## src/rtl/fcmd_pkg.sv

```systemverilog
package fcmd_pkg;

  localparam int NUM_BLK = 7;
  localparam int MATCH_W = 11;

  localparam logic [MATCH_W-1:0] ADR_MAIN = 11'h555;
  localparam logic [MATCH_W-1:0] ADR_AUX  = 11'h2AA;

  localparam logic [7:0] KEY_A    = 8'hAA;
  localparam logic [7:0] KEY_B    = 8'h55;
  localparam logic [7:0] OP_PROG  = 8'hA0;
  localparam logic [7:0] OP_ESET  = 8'h80;
  localparam logic [7:0] OP_BLK   = 8'h30;
  localparam logic [7:0] OP_CHIP  = 8'h10;
  localparam logic [7:0] OP_PAUSE = 8'hB0;

  typedef enum logic [3:0] {
    ST_READ, ST_U1, ST_U2, ST_PGM, ST_E1, ST_E2, ST_E3, ST_WIN,
    ST_BUSY_P, ST_BUSY_E
  } seq_state_t;

  // 8 KB page index (top five address bits) to erase block number
  function automatic logic [2:0] blk_of(input logic [4:0] page);
    if (page < 5'd8)        return 3'd0;
    else if (page < 5'd16)  return 3'd1;
    else if (page < 5'd24)  return 3'd2;
    else if (page < 5'd28)  return 3'd3;
    else if (page == 5'd28) return 3'd4;
    else if (page == 5'd29) return 3'd5;
    else                    return 3'd6;
  endfunction

  function automatic logic [NUM_BLK-1:0] blk_sel(input logic [4:0] page);
    return NUM_BLK'(1) << blk_of(page);
  endfunction

endpackage

```

## src/rtl/fcmd_window.sv

```systemverilog
module fcmd_window #(
  parameter int WIN_CYCLES = 32
) (
  input  logic clk,
  input  logic rst_n,
  input  logic load,
  input  logic run,
  output logic expire
);
  localparam int CNT_W = $clog2(WIN_CYCLES + 1);
  localparam logic [CNT_W-1:0] CNT_TOP = CNT_W'(WIN_CYCLES);

  logic [CNT_W-1:0] cnt_q;

  always_ff @(posedge clk) begin
    if (!rst_n)                     cnt_q <= '0;
    else if (load)                  cnt_q <= CNT_TOP;
    else if (run && cnt_q != '0)    cnt_q <= cnt_q - 1'b1;
  end

  assign expire = run && (cnt_q == CNT_W'(1));

  p_cnt_bound_r6: assert property (@(posedge clk) disable iff (!rst_n)
    cnt_q <= CNT_TOP);

endmodule

```

## src/rtl/fcmd_seq.sv

```systemverilog
module fcmd_seq
  import fcmd_pkg::*;
#(
  parameter int ADDR_W = 18
) (
  input  logic               clk,
  input  logic               rst_n,
  input  logic               wr_en,
  input  logic [ADDR_W-1:0]  wr_addr,
  input  logic [7:0]         wr_data,
  input  logic               pe_done,
  input  logic               win_expire,
  output logic               win_load,
  output logic               win_run,
  output logic               busy,
  output logic               erasing,
  output logic               suspended,
  output logic               prog_start,
  output logic               erase_start,
  output logic               susp_req,
  output logic               resume_req,
  output logic [ADDR_W-1:0]  prog_addr,
  output logic [7:0]         prog_data,
  output logic [NUM_BLK-1:0] erase_mask
);
  seq_state_t state_q;
  logic       susp_q;

  // named decode events
  logic       at_main, at_aux, hit_key_a, hit_key_b, is_blk;
  logic [4:0] wr_page;

  assign wr_page   = wr_addr[ADDR_W-1 -: 5];
  assign at_main   = wr_addr[MATCH_W-1:0] == ADR_MAIN;
  assign at_aux    = wr_addr[MATCH_W-1:0] == ADR_AUX;
  assign hit_key_a = at_main && wr_data == KEY_A;
  assign hit_key_b = at_aux && wr_data == KEY_B;
  assign is_blk    = wr_data == OP_BLK;

  assign win_load  = wr_en && is_blk && (state_q == ST_E3 || state_q == ST_WIN);
  assign win_run   = (state_q == ST_WIN) && !wr_en;
  assign busy      = (state_q == ST_BUSY_P) || (state_q == ST_BUSY_E);
  assign erasing   = state_q == ST_BUSY_E;
  assign suspended = susp_q;

  always_ff @(posedge clk) begin
    if (!rst_n) begin
      state_q     <= ST_READ;
      susp_q      <= 1'b0;
      prog_start  <= 1'b0;
      erase_start <= 1'b0;
      susp_req    <= 1'b0;
      resume_req  <= 1'b0;
      prog_addr   <= '0;
      prog_data   <= '0;
      erase_mask  <= '0;
    end else begin
      prog_start  <= 1'b0;
      erase_start <= 1'b0;
      susp_req    <= 1'b0;
      resume_req  <= 1'b0;
      case (state_q)
        ST_READ: if (wr_en) begin
          if (susp_q && is_blk) begin
            resume_req <= 1'b1;
            susp_q     <= 1'b0;
            state_q    <= ST_BUSY_E;
          end else if (hit_key_a) state_q <= ST_U1;
        end
        ST_U1: if (wr_en) state_q <= hit_key_b ? ST_U2 : ST_READ;
        ST_U2: if (wr_en) begin
          if (at_main && wr_data == OP_PROG)             state_q <= ST_PGM;
          else if (at_main && wr_data == OP_ESET && !susp_q) state_q <= ST_E1;
          else                                           state_q <= ST_READ;
        end
        ST_PGM: if (wr_en) begin
          if (susp_q && erase_mask[blk_of(wr_page)]) state_q <= ST_READ;
          else begin
            prog_start <= 1'b1;
            prog_addr  <= wr_addr;
            prog_data  <= wr_data;
            state_q    <= ST_BUSY_P;
          end
        end
        ST_E1: if (wr_en) state_q <= hit_key_a ? ST_E2 : ST_READ;
        ST_E2: if (wr_en) state_q <= hit_key_b ? ST_E3 : ST_READ;
        ST_E3: if (wr_en) begin
          if (is_blk) begin
            erase_mask <= blk_sel(wr_page);
            state_q    <= ST_WIN;
          end else if (at_main && wr_data == OP_CHIP) begin
            erase_mask  <= '1;
            erase_start <= 1'b1;
            state_q     <= ST_BUSY_E;
          end else state_q <= ST_READ;
        end
        ST_WIN: begin
          if (wr_en) begin
            if (is_blk) erase_mask <= erase_mask | blk_sel(wr_page);
            else begin
              erase_mask <= '0;
              state_q    <= ST_READ;
            end
          end else if (win_expire) begin
            erase_start <= 1'b1;
            state_q     <= ST_BUSY_E;
          end
        end
        ST_BUSY_P: if (pe_done) state_q <= ST_READ;
        ST_BUSY_E: begin
          if (pe_done) begin
            erase_mask <= '0;
            state_q    <= ST_READ;
          end else if (wr_en && wr_data == OP_PAUSE) begin
            susp_req <= 1'b1;
            susp_q   <= 1'b1;
            state_q  <= ST_READ;
          end
        end
        default: state_q <= ST_READ;
      endcase
    end
  end

  p_pulse_excl_r8: assert property (@(posedge clk) disable iff (!rst_n)
    $onehot0({prog_start, erase_start, susp_req, resume_req}));
  p_busy_hold_r8: assert property (@(posedge clk) disable iff (!rst_n)
    (busy && !pe_done && !wr_en) |=> busy);
  p_prog_busy_r3: assert property (@(posedge clk) disable iff (!rst_n)
    prog_start |-> busy);
  p_erase_mask_r5: assert property (@(posedge clk) disable iff (!rst_n)
    erase_start |-> (erasing && erase_mask != '0));
  p_pause_idle_r9: assert property (@(posedge clk) disable iff (!rst_n)
    susp_req |-> (!busy && suspended));
  p_resume_mask_r11: assert property (@(posedge clk) disable iff (!rst_n)
    resume_req |-> (erasing && erase_mask != '0 && !suspended));

endmodule

```

## src/rtl/fcmd_status.sv

```systemverilog
module fcmd_status
  import fcmd_pkg::*;
(
  input  logic               clk,
  input  logic               rst_n,
  input  logic               busy,
  input  logic               erasing,
  input  logic               poll_bit,
  input  logic               rd_en,
  input  logic [4:0]         rd_page,
  input  logic [NUM_BLK-1:0] erase_mask,
  output logic [7:0]         status
);
  logic tog6_q, tog2_q, rd_hit;

  assign rd_hit = erase_mask[blk_of(rd_page)];

  always_ff @(posedge clk) begin
    if (!rst_n) begin
      tog6_q <= 1'b0;
      tog2_q <= 1'b0;
    end else begin
      if (rd_en && busy)              tog6_q <= ~tog6_q;
      if (rd_en && erasing && rd_hit) tog2_q <= ~tog2_q;
    end
  end

  assign status = busy ? {poll_bit, tog6_q, 3'b000, tog2_q, 2'b00} : 8'h00;

  p_flip_r13: assert property (@(posedge clk) disable iff (!rst_n)
    (rd_en && busy) |=> (tog6_q != $past(tog6_q)));
  p_quiet_r13: assert property (@(posedge clk) disable iff (!rst_n)
    (!rd_en) |=> $stable(tog2_q) && $stable(tog6_q));

endmodule

```

## src/rtl/flash_cmd_if.sv

```systemverilog
module flash_cmd_if
  import fcmd_pkg::*;
#(
  parameter int ADDR_W     = 18,
  parameter int WIN_CYCLES = 32
) (
  input  logic               clk,
  input  logic               rst_n,
  input  logic               wr_en,
  input  logic [ADDR_W-1:0]  wr_addr,
  input  logic [7:0]         wr_data,
  input  logic               rd_en,
  input  logic [ADDR_W-1:0]  rd_addr,
  input  logic               pe_done,
  output logic               prog_start,
  output logic [ADDR_W-1:0]  prog_addr,
  output logic [7:0]         prog_data,
  output logic               erase_start,
  output logic [NUM_BLK-1:0] erase_mask,
  output logic               susp_req,
  output logic               resume_req,
  output logic               busy,
  output logic               suspended,
  output logic [7:0]         status
);
  logic win_load, win_run, win_expire, erasing, poll_bit;

  fcmd_window #(.WIN_CYCLES(WIN_CYCLES)) u_window (
    .clk(clk), .rst_n(rst_n), .load(win_load), .run(win_run), .expire(win_expire)
  );

  fcmd_seq #(.ADDR_W(ADDR_W)) u_seq (
    .clk(clk), .rst_n(rst_n), .wr_en(wr_en), .wr_addr(wr_addr), .wr_data(wr_data),
    .pe_done(pe_done), .win_expire(win_expire), .win_load(win_load), .win_run(win_run),
    .busy(busy), .erasing(erasing), .suspended(suspended),
    .prog_start(prog_start), .erase_start(erase_start), .susp_req(susp_req),
    .resume_req(resume_req), .prog_addr(prog_addr), .prog_data(prog_data),
    .erase_mask(erase_mask)
  );

  assign poll_bit = erasing ? 1'b0 : ~prog_data[7];

  fcmd_status u_status (
    .clk(clk), .rst_n(rst_n), .busy(busy), .erasing(erasing), .poll_bit(poll_bit),
    .rd_en(rd_en), .rd_page(rd_addr[ADDR_W-1 -: 5]), .erase_mask(erase_mask),
    .status(status)
  );

endmodule

```

## config.mk

```make
export PLATFORM = sky130hd
export DESIGN_NAME = flash_cmd_if
export DESIGN_NICKNAME = d
export VERILOG_FILES = /design/src/rtl/fcmd_pkg.sv /design/src/rtl/fcmd_window.sv /design/src/rtl/fcmd_seq.sv /design/src/rtl/fcmd_status.sv /design/src/rtl/flash_cmd_if.sv
export SDC_FILE = /design/constraint.sdc
export NUM_CORES = 1
export LEC_CHECK = 0
export BUFFER_PORTS_ARGS = -buffer_cell sky130_fd_sc_hd__buf_2
export CAP_MARGIN = 10
export CORE_MARGIN = 8
export CORE_UTILIZATION = 50
export CTS_CLUSTER_DIAMETER = 50
export DETAILED_ROUTE_END_ITERATION = 7
export PLACE_DENSITY = 0.8
export SYNTH_ARGS = -nofsm -noshare
export SYNTH_HDL_FRONTEND = slang
export SYNTH_SLANG_ARGS = --single-unit
```

## constraint.sdc

```tcl
create_clock -name clk -period 2.6 [get_ports clk]
set_input_delay 0.26 -clock clk [delete_from_list [all_inputs] [get_ports clk]]
set_output_delay 0.26 -clock clk [all_outputs]
set_load 0.05 [all_outputs]
```

# Word-level counts from Yosys, hierarchy flattened
# Index checks and enable logic that the tools add are counted.
[totals]
reg_bits = 50
in_bits = 49
[op_classes]
addsub = 1
order_cmp = 10
eq_ne = 41
shifts = 2
n_mux = 74
n_bitwise = 7
n_reduce_logical = 34
[op_table]
columns = ["cell", "count"]
rows = [
  ["4-bit 2-to-1 mux", 19],
  ["3-bit 2-to-1 mux", 22],
  ["7-bit 2-to-1 mux", 6],
  ["4-bit case mux with 10 select lines", 1],
  ["8-bit == test, second input constant", 4],
  ["5-bit < comparator, second input constant", 6],
  ["2-bit != test, second input constant", 11],
  ["7-bit case mux with 3 select lines", 1],
  ["5-bit == test, second input constant", 4],
  ["1-bit logical AND", 17],
  ["4-bit by 3-bit == test with 1-bit output, second input constant", 4],
  ["1-bit 2-to-1 mux", 15],
  ["1-bit by 3-bit left shift with 7-bit output, first input constant", 2],
  ["6-bit 2-to-1 mux", 2],
  ["12-bit AND reduction", 1],
  ["11-bit by 10-bit == test with 1-bit output, second input constant", 1],
  ["11-bit == test, second input constant", 1],
  ["5-bit by 4-bit < comparator with 1-bit output, second input constant", 2],
  ["5-bit AND reduction", 2],
  ["3-bit by 2-bit != test with 1-bit output, second input constant", 3],
  ["3-bit AND reduction", 3],
  ["4-bit by 2-bit == test with 1-bit output, second input constant", 2],
  ["4-bit == test, second input constant", 2],
  ["8-bit by 5-bit == test with 1-bit output, second input constant", 1],
  ["other kinds (23)", 37],
]

# Longest topological paths before layout
# Gate-level depths: netlist of run 1.
[depth]
ltp_word = 16
ltp_mapped = 9

# By module
# From an unflattened synthesis of run 1, not the netlist that was laid out.
[unflattened]
hier_cells = 340
hier_area_um2 = 2850.2
[by_module_without_submodules]
columns = ["module", "n_inst", "cells_each", "area_each_um2"]
rows = [
  ["fcmd_seq", 1, 271, 2262.2],
  ["fcmd_window", 1, 42, 360.3],
  ["fcmd_status", 1, 26, 224.0],
  ["flash_cmd_if", 1, 1, 3.8],
]

# Worst setup path after synthesis of run 1
# OpenSTA, ideal clock, no wires.
[synth_path]
path_kind = "register -> output"
from = "register u_seq.state_q[1]"
to = "output port status[7]"
arrival_time_ns = 3.108
path_slack_ns = -0.768
path_stages_with_launch = 4
path_buffers = 1
cell_sequence = "dfxtp_1 buf_6 nor3b_1 nor3b_1"
[synth_via]
elab_chain_len = 3
elab_cells_between_ends = 5
cone_classes = "eq/ne: 2; mux: 2; reduce/logical: 1"
[synth_lines]
columns = ["element", "line_no", "source"]
rows = [
  ["start: declaration", "fcmd_seq.sv:26", "seq_state_t state_q;"],
  ["start signal: assignment", "fcmd_seq.sv:70", "ST_U1: if (wr_en) state_q <= hit_key_b ? ST_U2 : ST_READ;"],
  ["start signal: assignment", "fcmd_seq.sv:85", "ST_E1: if (wr_en) state_q <= hit_key_a ? ST_E2 : ST_READ;"],
  ["start signal: assignment", "fcmd_seq.sv:86", "ST_E2: if (wr_en) state_q <= hit_key_b ? ST_E3 : ST_READ;"],
  ["4-bit == test", "fcmd_seq.sv:42", "assign busy = (state_q == ST_BUSY_P) || (state_q == ST_BUSY_E);"],
  ["1-bit logical OR *", "fcmd_seq.sv:42", ""],
  ["via busy", "flash_cmd_if.sv:22", "output logic busy,"],
  ["8-bit 2-to-1 mux *", "fcmd_status.sv:28", "assign status = busy ? {poll_bit, tog6_q, 3'b000, tog2_q, 2'b00} : 8'h00;"],
  ["end: declaration", "flash_cmd_if.sv:24", "output logic [7:0] status"],
]
# The timed path passes the listed nets; every way through them passes the cells marked *.

# Worst setup path in the final report of run 1
[layout_path]
from = "register u_seq.state_q[1]"
to = "register u_window.cnt_q[5]"
[layout_via]
elab_chain_len = 4
elab_cells_between_ends = 8
cone_classes = "eq/ne: 2; mux: 1; reduce/logical: 5"
[layout_lines]
columns = ["element", "line_no", "source"]
rows = [
  ["4-bit by 3-bit == test with 1-bit output, on equally long branches", "fcmd_seq.sv:40, fcmd_seq.sv:41", ""],
  ["1-bit logical OR or 1-bit logical AND (tied branches)", "fcmd_seq.sv:40, fcmd_seq.sv:41", ""],
  ["1-bit logical AND, on equally long branches", "fcmd_seq.sv:40, fcmd_window.sv:18", ""],
  ["6-bit 2-to-1 mux or 2-bit nonzero test (tied branches)", "-", ""],
  ["end signal: assignment", "fcmd_window.sv:18", "else if (run && cnt_q != '0) cnt_q <= cnt_q - 1'b1;"],
  ["end: declaration", "fcmd_window.sv:13", "logic [CNT_W-1:0] cnt_q;"],
]
# Parallel ways exist; a longest one is shown, timed or not.
# A chain may end at the register's enable or synchronous reset.

==> key figures, run 1 <==
Clock network
  – Setup repair bufs after CTS: 0
  – Post-cts resize count: 0
  – Htree depth: 2
  – Worst-skew pair later-pin latency: 0.30 ns
  – CTS Buf Count: 5
  – Clk slew on worst S/H paths: 0.09 ns
  – Clock sink count: 50
  – Clock Path Buffers: 2
  – Hold Buf Count CTS: 0
  – Clock root buffer: clkbuf_8
  – CTS tree: done

GRT
  – Largest net degree at the start of global routing: 26
  – Vias in the first global route: 2463
  – GRT Resource Usage Total: 17.3%
  – GRT Residual Overflow: 0
  – Initial antenna violation count: 0
  – First-pass GRT wire length: 11900 microns

Drt
  – Avg WL per Cell: 15.7 microns
  – Avg Vias per Cell: 5.63
  – Drt pass-1 iters: 4
  – Post-Route WL: 7160 microns
  – DRT antenna net count: 0
  – Remaining DRCs: 0
  – Via count: 2561
  – Drt first-iter violations: 253

Worst setup path
  – RR Endpoint: u_window.cnt_q[5]
  – Critical path arrival: 2.32 ns
  – CP Max Fanout: 11
  – Reg2reg start: u_seq.state_q[1]
  – Cells on worst reg2reg path: 6
  – R2R setup slack: 0.50 ns
  – Critical Path End Type: register
  – Startpoint Class: register
  – Critical path class: reg -> reg
  – Worst EP required: 2.83 ns

Placement
  – Post-DP HPWL: 5580 microns
  – RD Place Congestion: 0.928
  – Port Buf Inserts: 77

STA
  – Slew Viols, Final: 0
  – Final setup viols: 0
  – Worst-margin pin slew: 0.633 ns
  – Final hold vios: 0
  – Max_slew headroom: 57.7%
  – Setup TNS Final: 0 ns
  – Hold WS: 0.200 ns
  – Fmax: 0.477 GHz
  – Clk_skew: 0.00323 ns
  – Final Cycle Share: 80.6%
  – RSZ-0062 raised after global routing: no
  – Minimum clock period: 2.10 ns

Final layout
  – Share of layout cells above drive strength 1: 28.7%
  – Layout Nets: 433
  – Ant. Diodes: 0
  – Area grow syn2layout: 18.7%

Min path
  – Hold crit path type: in -> reg
  – Hold path depth: 3
  – Worst-case hold path end point: u_seq.prog_addr[12]
  – Worst hold path startpoint: wr_addr[12]

Power
  – Lkg Pwr: 0.00138 uW
  – Power per Cell Area: 431 mW/mm^2
  – VDD IR-drop max: 0.334 mV

Synthesis
  – Synth area leaders: dfxtp_1 36%, mux2i_1 10%, nor2_1 6.4%
  – #FFs+latches synth: 50
  – Post-synth top cells: 50 x dfxtp_1, 47 x nor2_1, 28 x mux2i_1, 19 x nand2_1, 11 x nand3_1
  – Synth Instances: 309
  – Synth async-reset ratio: 0%
  – Post-Syn Area: 0.00276 sq mm
  – Mean area per synthesized cell: 8.94 sq um
  – Post-synth top area cell: dfxtp_1
  – Post-synthesis sequential area ratio: 36.2%
  – Yosys Warn Count: 0
  – Post-synth top area share: 36.2%
  – Cell with the most instances after synthesis: dfxtp_1
  – Yosys cell types: 65
  – Post-synth EDFFs: 0
  – Top_reg_cell synth: dfxtp_1

Flow run
  – Max-Cap Viols: 0

Floorplanning
  – Io pins: 96
  – Die footprint: 0.00816 sq mm
  – # rows: 27
  – Die Wd: 90.3 microns
  – Initial Util: 51.1%
  – Core footprint: 0.00541 sq mm
  – Die height: 90.3 microns

Outcome
  – Run status: finished, final reports clean
[power by group]
part / switching, uW / total, uW / internal, uW
clock: 240 / 528 / 288
combinational: 77.6 / 118 / 40.6
sequential: 0.000206 / 765 / 765
[critical path, stage by stage, from the launching register on]
cell,delay [ns]
dfxtp_1,0.54
and3b_1,0.40
nand2_1,0.12
a21oi_1,0.46
nand4b_1,0.20
xor2_1,0.18
a21oi_1,0.13
[cells by family (layout without fill, tap and decap cells)]
group | after synthesis | in the layout | synth area share [%]
AO/OA/AOI/OAI | 53 | 53 | 15.1
XOR/XNOR | 6 | 6 | 1.90
flip-flops | 50 | 50 | 36.2
multiplexers | 30 | 30 | 11.4
adder cells (fa/ha/maj) | 2 | 2 | 0.906
other | 1 | 5 | 0.136
buffers and inverters | 30 | 100 | 6.48
AND/OR/NAND/NOR | 137 | 137 | 27.9
[cell type report]
class,instances,area (sq um)
flip-flops and latches,50,1000
inverters,10,37.5
clock buffers,7,76.3
clock inverters,1,30.0
multi-input cells,233,1610
fillers,509,2130
well taps,72,90.1
repair buffers,82,435
[worst max path at each step]
stage | start | endpoint | slack [ns]
CTS | u_seq.state_q[3] | status[7] | 0.54
finish | u_seq.state_q[1] | u_window.cnt_q[5] | 0.50
detailed placement | wr_addr[17] | u_seq.prog_addr[13] | 0.49
global route | u_seq.state_q[1] | u_window.cnt_q[5] | 0.38
floorplan | u_seq.state_q[1] | status[7] | 0.30
global placement | wr_addr[17] | u_seq.prog_addr[13] | 0.49
[flip-flops by register name (all words and copies together) (netlist names)]
name	count
u_seq.state_q	4
u_seq.prog_data	8
u_seq.erase_mask	7
u_seq.erase_start	1
u_seq.prog_addr	18
u_window.cnt_q	6
u_seq.susp_req	1
u_seq.suspended	1
u_status.tog2_q	1
u_status.tog6_q	1
u_seq.prog_start	1
u_seq.resume_req	1
[metrics by stage]
stage,total power (uW),util (%),cells,setup slack (ns),cell area [sq um]
detailed placement,900,58.7,447,0.494,3170
CTS,1430,60.6,455,0.540,3280
global placement,898,58.7,447,0.495,3170
finish,1410,60.6,455,0.504,3280
global route,1470,60.6,455,0.377,3280
floorplan,853,-,313,0.298,2790
[routing by layer]
| metal | GRT usage [%] | up-vias | wire length, microns |
|---|---|---|---|
| met3 | 6.98 | 2 | 662 |
| met5 | 0 | - | 0 |
| met2 | 28.5 | 98 | 3420 |
| li1 | - | 1250 | - |
| met1 | 20.2 | 1211 | 3050 |
| met4 | 4.44 | 0 | 34 |
[cells in the final DEF (no fill, tap or decap), drive strengths merged, types with 2 or more instances in the layout]
cell / instances
o211ai: 3
nor2: 47
nand3: 11
conb: 5
and3: 3
a311oi: 3
nor2b: 7
and4bb: 2
xnor2: 2
ha: 2
o21ai: 9
nor3: 9
nand2b: 2
and2: 6
nor3b: 3
dfxtp: 50
buf: 82
and3b: 3
a21oi: 10
a22o: 6
a211oi: 5
nor4bb: 3
o32ai: 2
mux2i: 28
nor4b: 2
inv: 10
a31oi: 2
clkbuf: 7
nand2: 19
nand4: 5
nor4: 5
or2: 2
or3: 3
xor2: 4
(Power assumes the default switching activity.)
==> run 2, diff against run 1 <==
Settings changed: CORE_UTILIZATION 50 to 45, PLACE_DENSITY 0.8 to 0.76.
Clock period 2.6 ns to 1.85 ns, I/O delays scaled along.
==> run 2 against run 1 <==
Compared with the run above: clock skew rose by 0.0010 ns; critical path type unchanged; cell area is 10% higher; via count grew 4.0%; first-iteration DRC count is 43% lower.
==> key figures, run 2 (same netlist as run 1, synthesis figures left out) <==
Outcome
  – Run status: finished, final reports clean

Power
  – Power per Cell Area: 561 mW/mm^2 (+30%)
  – VDD IR-drop max: 0.367 mV (+10%)
  – Lkg Pwr: 0.00154 uW (+11%)

Worst setup path
  – Critical path class: reg -> reg
  – Crit-path cells: and3b_2 > buf_6 > and3_4 > or3_4 > a31oi_4 > a22o_1
  – Slowest cell on crit path: or3_4
  – Worst path bufs/invs: 1 (+1)
  – Levels on crit path: 6 (unchanged)
  – CP startpoint: u_seq.state_q[1]
  – Slowest stage delay, CP: 0.41 ns (-0.13 ns)
  – Critical path arrival: 2.04 ns (-0.28 ns)
  – Reg2reg start: u_seq.state_q[1]
  – Startpoint Class: register
  – CP Max Fanout: 7 (-4)
  – Worst EP required: 2.10 ns (-0.73 ns)
  – Critical Path End Type: register
  – Top cell family by delay on the critical path: simple AND/OR/NAND/NOR gates
  – Cells on worst reg2reg path: 6 (unchanged)

Floorplanning
  – # rows: 28 (+3.7%)
  – Core footprint: 0.00592 sq mm (+9.5%)
  – Die height: 94.3 microns (+4.5%)
  – Initial Util: 46.6% (-4.4 points)
  – Die Wd: 94.3 microns (+4.5%)
  – Die footprint: 0.00890 sq mm (+9.1%)
  – Io pins: 96 (unchanged)

Clock network
  – CTS Buf Count: 5 (unchanged)
  – Clock sink count: 50 (unchanged)
  – Worst-skew pair later-pin latency: 0.30 ns (about the same)
  – CTS tree: done
  – Htree depth: 2 (unchanged)
  – Clock Path Buffers: 2 (unchanged)
  – Clock root buffer: clkbuf_8
  – Clk slew on worst S/H paths: 0.09 ns (about the same)

Drt
  – Avg WL per Cell: 15.8 microns (+0.23%)
  – Via count: 2663 (+4.0%)
  – Post-Route WL: 7700 microns (+7.5%)
  – DRT antenna net count: 0 (unchanged)
  – Drt pass-1 iters: 4 (unchanged)
  – Remaining DRCs: 0 (unchanged)
  – Drt first-iter violations: 145 (-43%)
  – Avg Vias per Cell: 5.46 (-3.0%)

Final layout
  – Top Registers: u_seq.prog_addr (18), u_seq.prog_data (8), u_seq.erase_mask (7)
  – Most frequent cells in the layout: 75 x buf_2, 45 x nor2_1, 42 x dfxtp_1
  – Area grow syn2layout: 30.5%
  – Util after Layout: 60.9% (+0.26 points)
  – Ant. Diodes: 0 (unchanged)
  – Commonest non-fill, non-tap cell in the layout: buf_2
  – Most flops, register: u_seq.prog_addr
  – Share of layout cells above drive strength 1: 38.5% (+9.8 points)
  – Layout Nets: 463 (+6.9%)
  – Max reg flops: 18 (unchanged)

STA
  – Final hold vios: 0 (unchanged)
  – Clk_skew: 0.00427 ns (+0.00105 ns)
  – Slew Viols, Final: 0 (unchanged)
  – Final WS setup: 0.0537 ns (-0.451 ns)
  – Setup TNS Final: 0 ns (unchanged)
  – Hold WS: 0.125 ns (-0.0743 ns)
  – Minimum clock period: 1.80 ns (-0.299 ns)
  – RSZ-0062 raised after global routing: yes
  – Final Cycle Share: 97.1% (+16 points)
  – Fmax: 0.557 GHz (+17%)
  – Final setup viols: 0 (unchanged)

GRT
  – Largest net degree at the start of global routing: 23 (-12%)
  – First-pass GRT wire length: 12300 microns (+3.2%)
  – GRT Resource Usage Total: 17.1% (-0.16 points)
  – GRT Residual Overflow: 0 (unchanged)
  – Vias in the first global route: 2578 (+4.7%)
  – Initial antenna violation count: 0 (unchanged)

Min path
  – Hold crit path type: in -> reg
  – Hold path depth: 3 (unchanged)
  – Worst hold path startpoint: wr_addr[11]

Placement
  – Pre-CTS WS: -0.0252 ns (-0.519 ns)
  – RD Place Congestion: 0.878 (-5.4%)
  – Post-DP HPWL: 5940 microns (+6.5%)
  – Port Buf Inserts: 77 (unchanged)

Flow run
  – Max-Cap Viols: 0 (unchanged)
[run 2: cell types whose count changed in the layout (fill, tap and decap cells not counted), moves of 2 or more]
| cell | delta |
|---|---|
| buf_4 | +29 |
| nor3b_2 | -2 |
| dfxtp_2 | +7 |
| dfxtp_1 | -8 |
| nor2_2 | +2 |
| nor2_1 | -2 |
| nor3b_4 | +2 |
| buf_2 | -2 |
[run 2: cell type report]
cell class / instances / area [sq um]
clock inverter: 1 / 30.0
multi-input combinational: 233 / 1670
tap: 75 / 93.8
inverter: 10 / 37.5
clock buffer: 7 / 76.3
fill: 523 / 2320
timing repair buffer: 112 / 687
sequential: 50 / 1010
[run 2: path summary, 6_finish.rpt]
check / to / slack (ns)
max: u_seq.erase_mask[0] / 0.05
min: u_seq.prog_addr[11] / 0.13
min reg2reg: u_status.tog2_q / 0.48
max reg2reg: u_seq.erase_mask[0] / 0.05
[run 2: layer usage]
layer | share of wire (%) | up-vias | track usage [%]
met2 | 46 | 111 | 26.9
met1 | 43 | 1231 | 21.4
met4 | 1.2 | 0 | 5.55
met3 | 9.2 | 10 | 5.79
met5 | 0 | - | 0
li1 | - | 1311 | -
[run 2: where the power goes]
group / total (uW) / leakage [uW] / internal, uW / switching (uW)
clock: 761 / 0.0000524 / 405 / 356
combinational: 188 / 0.00108 / 72.4 / 116
sequential: 1070 / 0.000407 / 1070 / 0.000392
[run 2: worst reg2reg max path, cell delays in order (launching register included)]
cell	delay [ns]
dfxtp_4	0.37
and3b_2	0.23
buf_6	0.14
and3_4	0.17
or3_4	0.41
a31oi_4	0.25
a22o_1	0.18
[run 2: through the flow]
step / cells / instance area (sq um) / power (uW)
6_report: 488 / 3600 / 2020
5_1_grt: 488 / 3600 / 2110
4_1_cts: 486 / 3520 / 2050
3_5_place_dp: 478 / 3410 / 1280
3_3_place_gp: 478 / 3410 / 1280
2_1_floorplan: 313 / 2820 / 1200
[run 2: repair_timing]
| item | CTS | global route |
|---|---|---|
| cloned | 0 | 1 |
| hold buffers | 0 | 0 |
| pin swaps | 0 | 8 |
| hold endpoints to repair | 0 | 0 |
| resized for setup | 2 | 18 |
| setup buffers | 0 | 1 |
| setup endpoints to repair | 2 | 18 |
